===== src/rtl/irq_route_pkg.sv =====
package irq_route_pkg;
  localparam int unsigned NUM_PIRQ  = 4;
  localparam int unsigned PIRQ_W    = 2;
  localparam int unsigned NUM_IRQ   = 16;
  localparam int unsigned IRQ_SEL_W = 4;
  localparam int unsigned DEV_W     = 5;
  localparam int unsigned PIN_W     = 3;

  typedef logic [7:0] route_byte_t;
  typedef route_byte_t [NUM_PIRQ-1:0] route_tbl_t;

  localparam route_byte_t ROUTE_RST = 8'h80;

  function automatic logic pin_valid(input logic [PIN_W-1:0] pin);
    return (pin >= 3'd1) && (pin <= 3'd4);
  endfunction

  // (pin-1)+(dev-1) mod 4, computed in 2-bit wraparound
  function automatic logic [PIRQ_W-1:0] pirq_of(input logic [DEV_W-1:0] dev,
                                                 input logic [PIN_W-1:0] pin);
    return dev[PIRQ_W-1:0] + pin[PIRQ_W-1:0] - 2'd2;
  endfunction

  function automatic logic route_en(input route_byte_t b);
    return b[7:IRQ_SEL_W] == '0;
  endfunction
endpackage


===== src/rtl/irq_pin_swizzle.sv =====
module irq_pin_swizzle
  import irq_route_pkg::*;
#(
  parameter int unsigned N_DEV = 8
) (
  input  logic [N_DEV*DEV_W-1:0] dev_num_i,
  input  logic [N_DEV*PIN_W-1:0] dev_pin_i,
  input  logic [N_DEV-1:0]       dev_lvl_i,
  output logic [NUM_PIRQ-1:0]    pirq_req_o
);
  always_comb begin
    pirq_req_o = '0;
    for (int d = 0; d < N_DEV; d++) begin
      if (dev_lvl_i[d] && pin_valid(dev_pin_i[d*PIN_W +: PIN_W]))
        pirq_req_o[pirq_of(dev_num_i[d*DEV_W +: DEV_W], dev_pin_i[d*PIN_W +: PIN_W])] = 1'b1;
    end
  end
endmodule


===== src/rtl/irq_route_regs.sv =====
module irq_route_regs
  import irq_route_pkg::*;
#(
  parameter logic [7:0] CFG_BASE = 8'h60
) (
  input  logic        clk_i,
  input  logic        rst_ni,
  input  logic [7:0]  cfg_addr_i,
  input  logic        cfg_wr_i,
  input  logic [7:0]  cfg_wdata_i,
  output logic [7:0]  cfg_rdata_o,
  output route_tbl_t  route_q_o,
  output route_tbl_t  route_nxt_o
);
  logic              in_win;
  logic [PIRQ_W-1:0] lane;

  assign in_win = cfg_addr_i[7:PIRQ_W] == CFG_BASE[7:PIRQ_W];
  assign lane   = cfg_addr_i[PIRQ_W-1:0];

  // write bypass: downstream logic sees the byte being written
  always_comb begin
    route_nxt_o = route_q_o;
    if (cfg_wr_i && in_win) route_nxt_o[lane] = cfg_wdata_i;
  end

  always_ff @(posedge clk_i or negedge rst_ni) begin
    if (!rst_ni) route_q_o <= {NUM_PIRQ{ROUTE_RST}};
    else         route_q_o <= route_nxt_o;
  end

  assign cfg_rdata_o = in_win ? route_q_o[lane] : 8'h00;
endmodule


===== src/rtl/irq_line_map.sv =====
module irq_line_map
  import irq_route_pkg::*;
(
  input  logic [NUM_PIRQ-1:0] pirq_req_i,
  input  route_tbl_t          route_i,
  output logic [NUM_IRQ-1:0]  irq_d_o,
  output logic [NUM_PIRQ-1:0] pirq_dis_o
);
  always_comb begin
    irq_d_o    = '0;
    pirq_dis_o = '0;
    for (int p = 0; p < NUM_PIRQ; p++) begin
      if (route_en(route_i[p])) begin
        if (pirq_req_i[p]) irq_d_o[route_i[p][IRQ_SEL_W-1:0]] = 1'b1;
      end else begin
        pirq_dis_o[p] = pirq_req_i[p];
      end
    end
  end
endmodule


===== src/rtl/irq_swizzle_router.sv =====
module irq_swizzle_router
  import irq_route_pkg::*;
#(
  parameter int unsigned N_DEV    = 8,
  parameter logic [7:0]  CFG_BASE = 8'h60
) (
  input  logic                   clk_i,
  input  logic                   rst_ni,
  input  logic [N_DEV*DEV_W-1:0] dev_num_i,
  input  logic [N_DEV*PIN_W-1:0] dev_pin_i,
  input  logic [N_DEV-1:0]       dev_lvl_i,
  input  logic [7:0]             cfg_addr_i,
  input  logic                   cfg_wr_i,
  input  logic [7:0]             cfg_wdata_i,
  output logic [7:0]             cfg_rdata_o,
  output logic [NUM_IRQ-1:0]     irq_o,
  output logic                   drop_o,
  output logic [PIRQ_W-1:0]      drop_idx_o
);
  logic [NUM_PIRQ-1:0] pirq_req, pirq_dis, dis_q, dis_rise;
  logic [NUM_IRQ-1:0]  irq_d;
  logic [PIRQ_W-1:0]   rise_idx;
  route_tbl_t          route_q, route_nxt;

  irq_pin_swizzle #(.N_DEV(N_DEV)) u_swz (
    .dev_num_i  (dev_num_i),
    .dev_pin_i  (dev_pin_i),
    .dev_lvl_i  (dev_lvl_i),
    .pirq_req_o (pirq_req)
  );

  irq_route_regs #(.CFG_BASE(CFG_BASE)) u_regs (
    .clk_i       (clk_i),
    .rst_ni      (rst_ni),
    .cfg_addr_i  (cfg_addr_i),
    .cfg_wr_i    (cfg_wr_i),
    .cfg_wdata_i (cfg_wdata_i),
    .cfg_rdata_o (cfg_rdata_o),
    .route_q_o   (route_q),
    .route_nxt_o (route_nxt)
  );

  irq_line_map u_map (
    .pirq_req_i (pirq_req),
    .route_i    (route_nxt),
    .irq_d_o    (irq_d),
    .pirq_dis_o (pirq_dis)
  );

  assign dis_rise = pirq_dis & ~dis_q;

  // lowest index wins
  always_comb begin
    rise_idx = '0;
    for (int p = NUM_PIRQ-1; p >= 0; p--)
      if (dis_rise[p]) rise_idx = PIRQ_W'(p);
  end

  always_ff @(posedge clk_i or negedge rst_ni) begin
    if (!rst_ni) begin
      irq_o      <= '0;
      dis_q      <= '0;
      drop_o     <= 1'b0;
      drop_idx_o <= '0;
    end else begin
      irq_o      <= irq_d;
      dis_q      <= pirq_dis;
      drop_o     <= |dis_rise;
      drop_idx_o <= rise_idx;
    end
  end
endmodule


===== config.mk =====
export PLATFORM = sky130hd
export DESIGN_NAME = irq_swizzle_router
export DESIGN_NICKNAME = d
export VERILOG_FILES = /design/src/rtl/irq_route_pkg.sv /design/src/rtl/irq_pin_swizzle.sv /design/src/rtl/irq_route_regs.sv /design/src/rtl/irq_line_map.sv /design/src/rtl/irq_swizzle_router.sv
export SDC_FILE = /design/constraint.sdc
export NUM_CORES = 1
export LEC_CHECK = 0
export BUFFER_PORTS_ARGS = -buffer_cell sky130_fd_sc_hd__clkbuf_2
export CAP_MARGIN = 10
export CORE_MARGIN = 3
export CORE_UTILIZATION = 50
export CTS_BUF_LIST = sky130_fd_sc_hd__clkbuf_8
export CTS_CLUSTER_SIZE = 20
export DETAILED_ROUTE_END_ITERATION = 12
export PLACE_DENSITY = 0.76
export SLEW_MARGIN = 20
export SYNTH_ARGS = -nofsm -noshare
export SYNTH_HDL_FRONTEND = slang
export SYNTH_SLANG_ARGS = --single-unit

===== constraint.sdc =====
create_clock -name clk_i -period 1.9 [get_ports clk_i]
set_input_delay 0.19 -clock clk_i [delete_from_list [all_inputs] [get_ports clk_i]]
set_output_delay 0.19 -clock clk_i [all_outputs]
set_load 0.05 [all_outputs]

==> qor.txt <==
Status -> finished with violations
Failing checks -> negative setup slack
Vias per inst -> 6.32
Leading area contributor after synthesis -> dfrtp_1
First-pass iteration count of the detailed router -> 5
Die height -> 97.8 microns
Top cell type's share of synthesized area -> 0.303
Clk_lat worst skew -> 0.32 ns
EDFF count, synth -> 0
Worst-case vdd ir drop -> 428 uV
Via count of the routed design -> 4,926
Iter 0 DRT Violations -> 294
Top_reg_cell synth -> dfrtp_1
Total CTS buffers -> 5
Final net count -> 775
Port Buffers -> 93
Worst r2r path cells -> 5
Clock power frac -> 0.207
Sequential-to-total area share from yosys stat -> 0.328
Synth Area per Inst -> 9.26 sq um
Antenna cell count -> 0
Drt wl/cell -> 20.5 microns
DRC violations left -> 0
Die width -> 97.8 microns
Synth Cell Area -> 4210 sq um
Initial antenna violation count -> 0
Root Buffer -> clkbuf_8
Layout cells sized above 1 -> 0.524
Pwr dens -> 548 nW/um^2
Syn Nets -> 554
Area Growth Syn to Fin -> 55.6%
Clk sink count -> 55
HPWL after detailed placement -> 11.3 mm
CTS Buffer Depth -> 2
WP data arrival -> 2.24 ns
Most frequent cell after synthesis -> dfrtp_1
Final Hold Viols -> 0
Crit. End Element -> register
GRT Total Usage -> 0.296
Dpl ws -> -0.605 ns
Dominant cells by area after synthesis -> dfrtp_1 30%, mux2_2 6.7%, mux4_2 4.3%, nand3_1 4.2%, nand2_1 3.5%
Initial core utilization -> 0.529
Part of the power in registers -> 0.361
Largest net degree at the start of global routing -> 35
# setup viols final -> 19
CP max FO -> 6
Core ar. -> 7970 sq um
RSZ-0062 raised after global routing -> true
Slew HR -> 0.583
Unique masters post-synth -> 68
Nature of the critical path startpoint -> primary input
Worst-path clk slew -> 0.12 ns
First-pass GRT wire length -> 23.1 mm
Fmax -> 0.484 GHz
Post-Syn Instances -> 455
Final cycle utilization of the critical path -> 1.09
Hold depth -> 3
# IOs -> 118
Gate power share -> 0.432
Crit Path Class -> primary input to register
DIE AREA -> 9560 sq um
R2R Setup Slk -> 0.02 ns
Number of synthesized register bits -> 55
Sw frac -> 0.381
Post-Route WL -> 16.0 mm
Fraction of registers with async set/reset -> 1.00
Tmin final -> 2.07 ns
Final ANT Viol Nets -> 0
Vias in the first global route -> 4,909
Leakage power -> 3.14 nW
Yosys Warn Count -> 0
Worst hold path type -> primary input to register
Max H-tree Level -> 2
Pint -> 2.22 mW
Worst setup margin -> -0.165 ns
Required time worst endpoint -> 2.08 ns
# rows -> 32
Dpl cells -> 755
Final Non-Filler Cells -> 779
Slew Limit Fails -> 0
CTS tree -> built
Clock Skews -> 0.0104 ns
Fillers -> 462
Psw -> 1.37 mW
Synth cell count leaders -> 51 x dfrtp_1, 39 x nand2_1, 35 x nand3_1
Remaining Overflow, GRT -> 0
Max Cap Violations -> 0
Worst-Margin Slew -> 0.623 ns
GPL Wtd Cong -> 0.921
[routing by layer]
layer | GRT usage | wire length (microns) | vias to the layer above
met5 | 0 | 0 | -
met2 | 0.530 | 8060 | 275
met1 | 0.349 | 6130 | 2380
met3 | 0.0493 | 985 | 83
li1 | - | - | 2188
met4 | 0.128 | 801 | 0
[placed cells by master, fill, tap and decap left out, types with 6 or more instances in the layout]
cell type  count
xnor2_2        7
buf_4        128
mux2i_1        8
clkbuf_2      81
nand3b_1      11
and3_1         9
nand4_1       18
nor2b_1       13
mux2_2        23
buf_6          7
mux4_2         8
clkbuf_8       7
dfrtp_1       49
ha_4           8
a21oi_1        6
inv_1         12
nor2_1        33
nand3_1       32
o21ai_0        9
nand2_1       37
nand2b_1       6
nor3_1         6
nor4_1         7
[what timing repair did]
item                                    in CTS  in global routing
hold endpoints to repair                    21                  0
gates resized for setup                     37                 61
cloned                                       1                  1
endpoints found under the setup margin      21                 25
setup buffers                                4                 12
pin swaps                                   25                 29
hold buffers                                 1                  0
[critical path: stages]
cell and delay (ns):
clkbuf_2 0.10, ha_4 0.25, nand4b_1 0.20, o32ai_2 0.12, a2111o_1 0.40, nor4_4 0.32
nand2_1 0.17, buf_6 0.17, a32oi_1 0.15, o311ai_0 0.16
[path summary, 6_finish.rpt]
| path | from | to |
|---|---|---|
| setup / recovery | dev_num_i[25] | irq_o[10]$_DFF_PN0_ |
| hold / removal | cfg_wdata_i[1] | u_regs.route_q_o[1]$_DFF_PN0_ |
| setup reg to reg | u_regs.route_q_o[20]$_DFF_PN0_ | drop_idx_o[0]$_DFF_PN0_ |
| hold reg to reg | u_regs.route_q_o[7]$_DFF_PN1_ | u_regs.route_q_o[7]$_DFF_PN1_ |
| max in group asynchronous | rst_ni | u_regs.route_q_o[23]$_DFF_PN1_ |
| min in group asynchronous | rst_ni | irq_o[15]$_DFF_PN0_ |
[layout make-up]
class	instances	area (sq um)	share of cell area
Multi-Input combinational cell	374	3290	0.502
Timing Repair Buffer	228	1600	0.245
Sequential cell	55	1380	0.211
Tap cell	102	128	0.0195
Clock buffer	5	68.8	0.0105
Inverter	12	45.0	0.00687
Clock inverter	3	33.8	0.00515
[registers in the layout, indices dropped and copies added, names as in the netlist]
signal and count:
drop_idx_o 2, irq_o 16, u_regs.route_q_o 32, dis_q 4
drop_o 1
[metrics by stage]
step / power, mW / hold WS [ns] / util / setup TNS [ns] / instance area, sq um
after CTS: 3.40 / 0.176 / 0.777 / -0.481 / 6190
after detailed placement: 2.58 / 0.211 / 0.731 / -10.20 / 5820
after global routing: 3.75 / 0.200 / 0.823 / -1.85 / 6550
after global placement: 2.55 / 0.199 / 0.731 / -8.48 / 5820
final: 3.59 / 0.186 / 0.823 / -1.41 / 6550
after floorplan: 2.00 / -0.106 / - / -1.99 / 4380
[kinds of logic (layout without fill, tap and decap cells)]
| family | after synthesis | count (layout) | synth area share |
|---|---|---|---|
| xor+xnor | 25 | 25 | 0.0555 |
| compound gates | 66 | 66 | 0.115 |
| buf+inv | 27 | 248 | 0.0285 |
| mux | 42 | 42 | 0.131 |
| fa+ha+maj | 8 | 8 | 0.0238 |
| simple gates | 232 | 233 | 0.318 |
| flops | 55 | 55 | 0.328 |
[power by group through the flow]
| stage | clock network (mW) | registers [mW] | logic, mW |
|---|---|---|---|
| finish | 0.743 | 1.30 | 1.55 |
| global route | 0.809 | 1.30 | 1.64 |
| CTS | 0.747 | 1.29 | 1.36 |
| detailed placement | 0 | 1.31 | 1.27 |
| global placement | 0 | 1.31 | 1.24 |
| floorplan | 0 | 1.41 | 0.595 |
No activity file was read; power rests on OpenSTA's default activity.
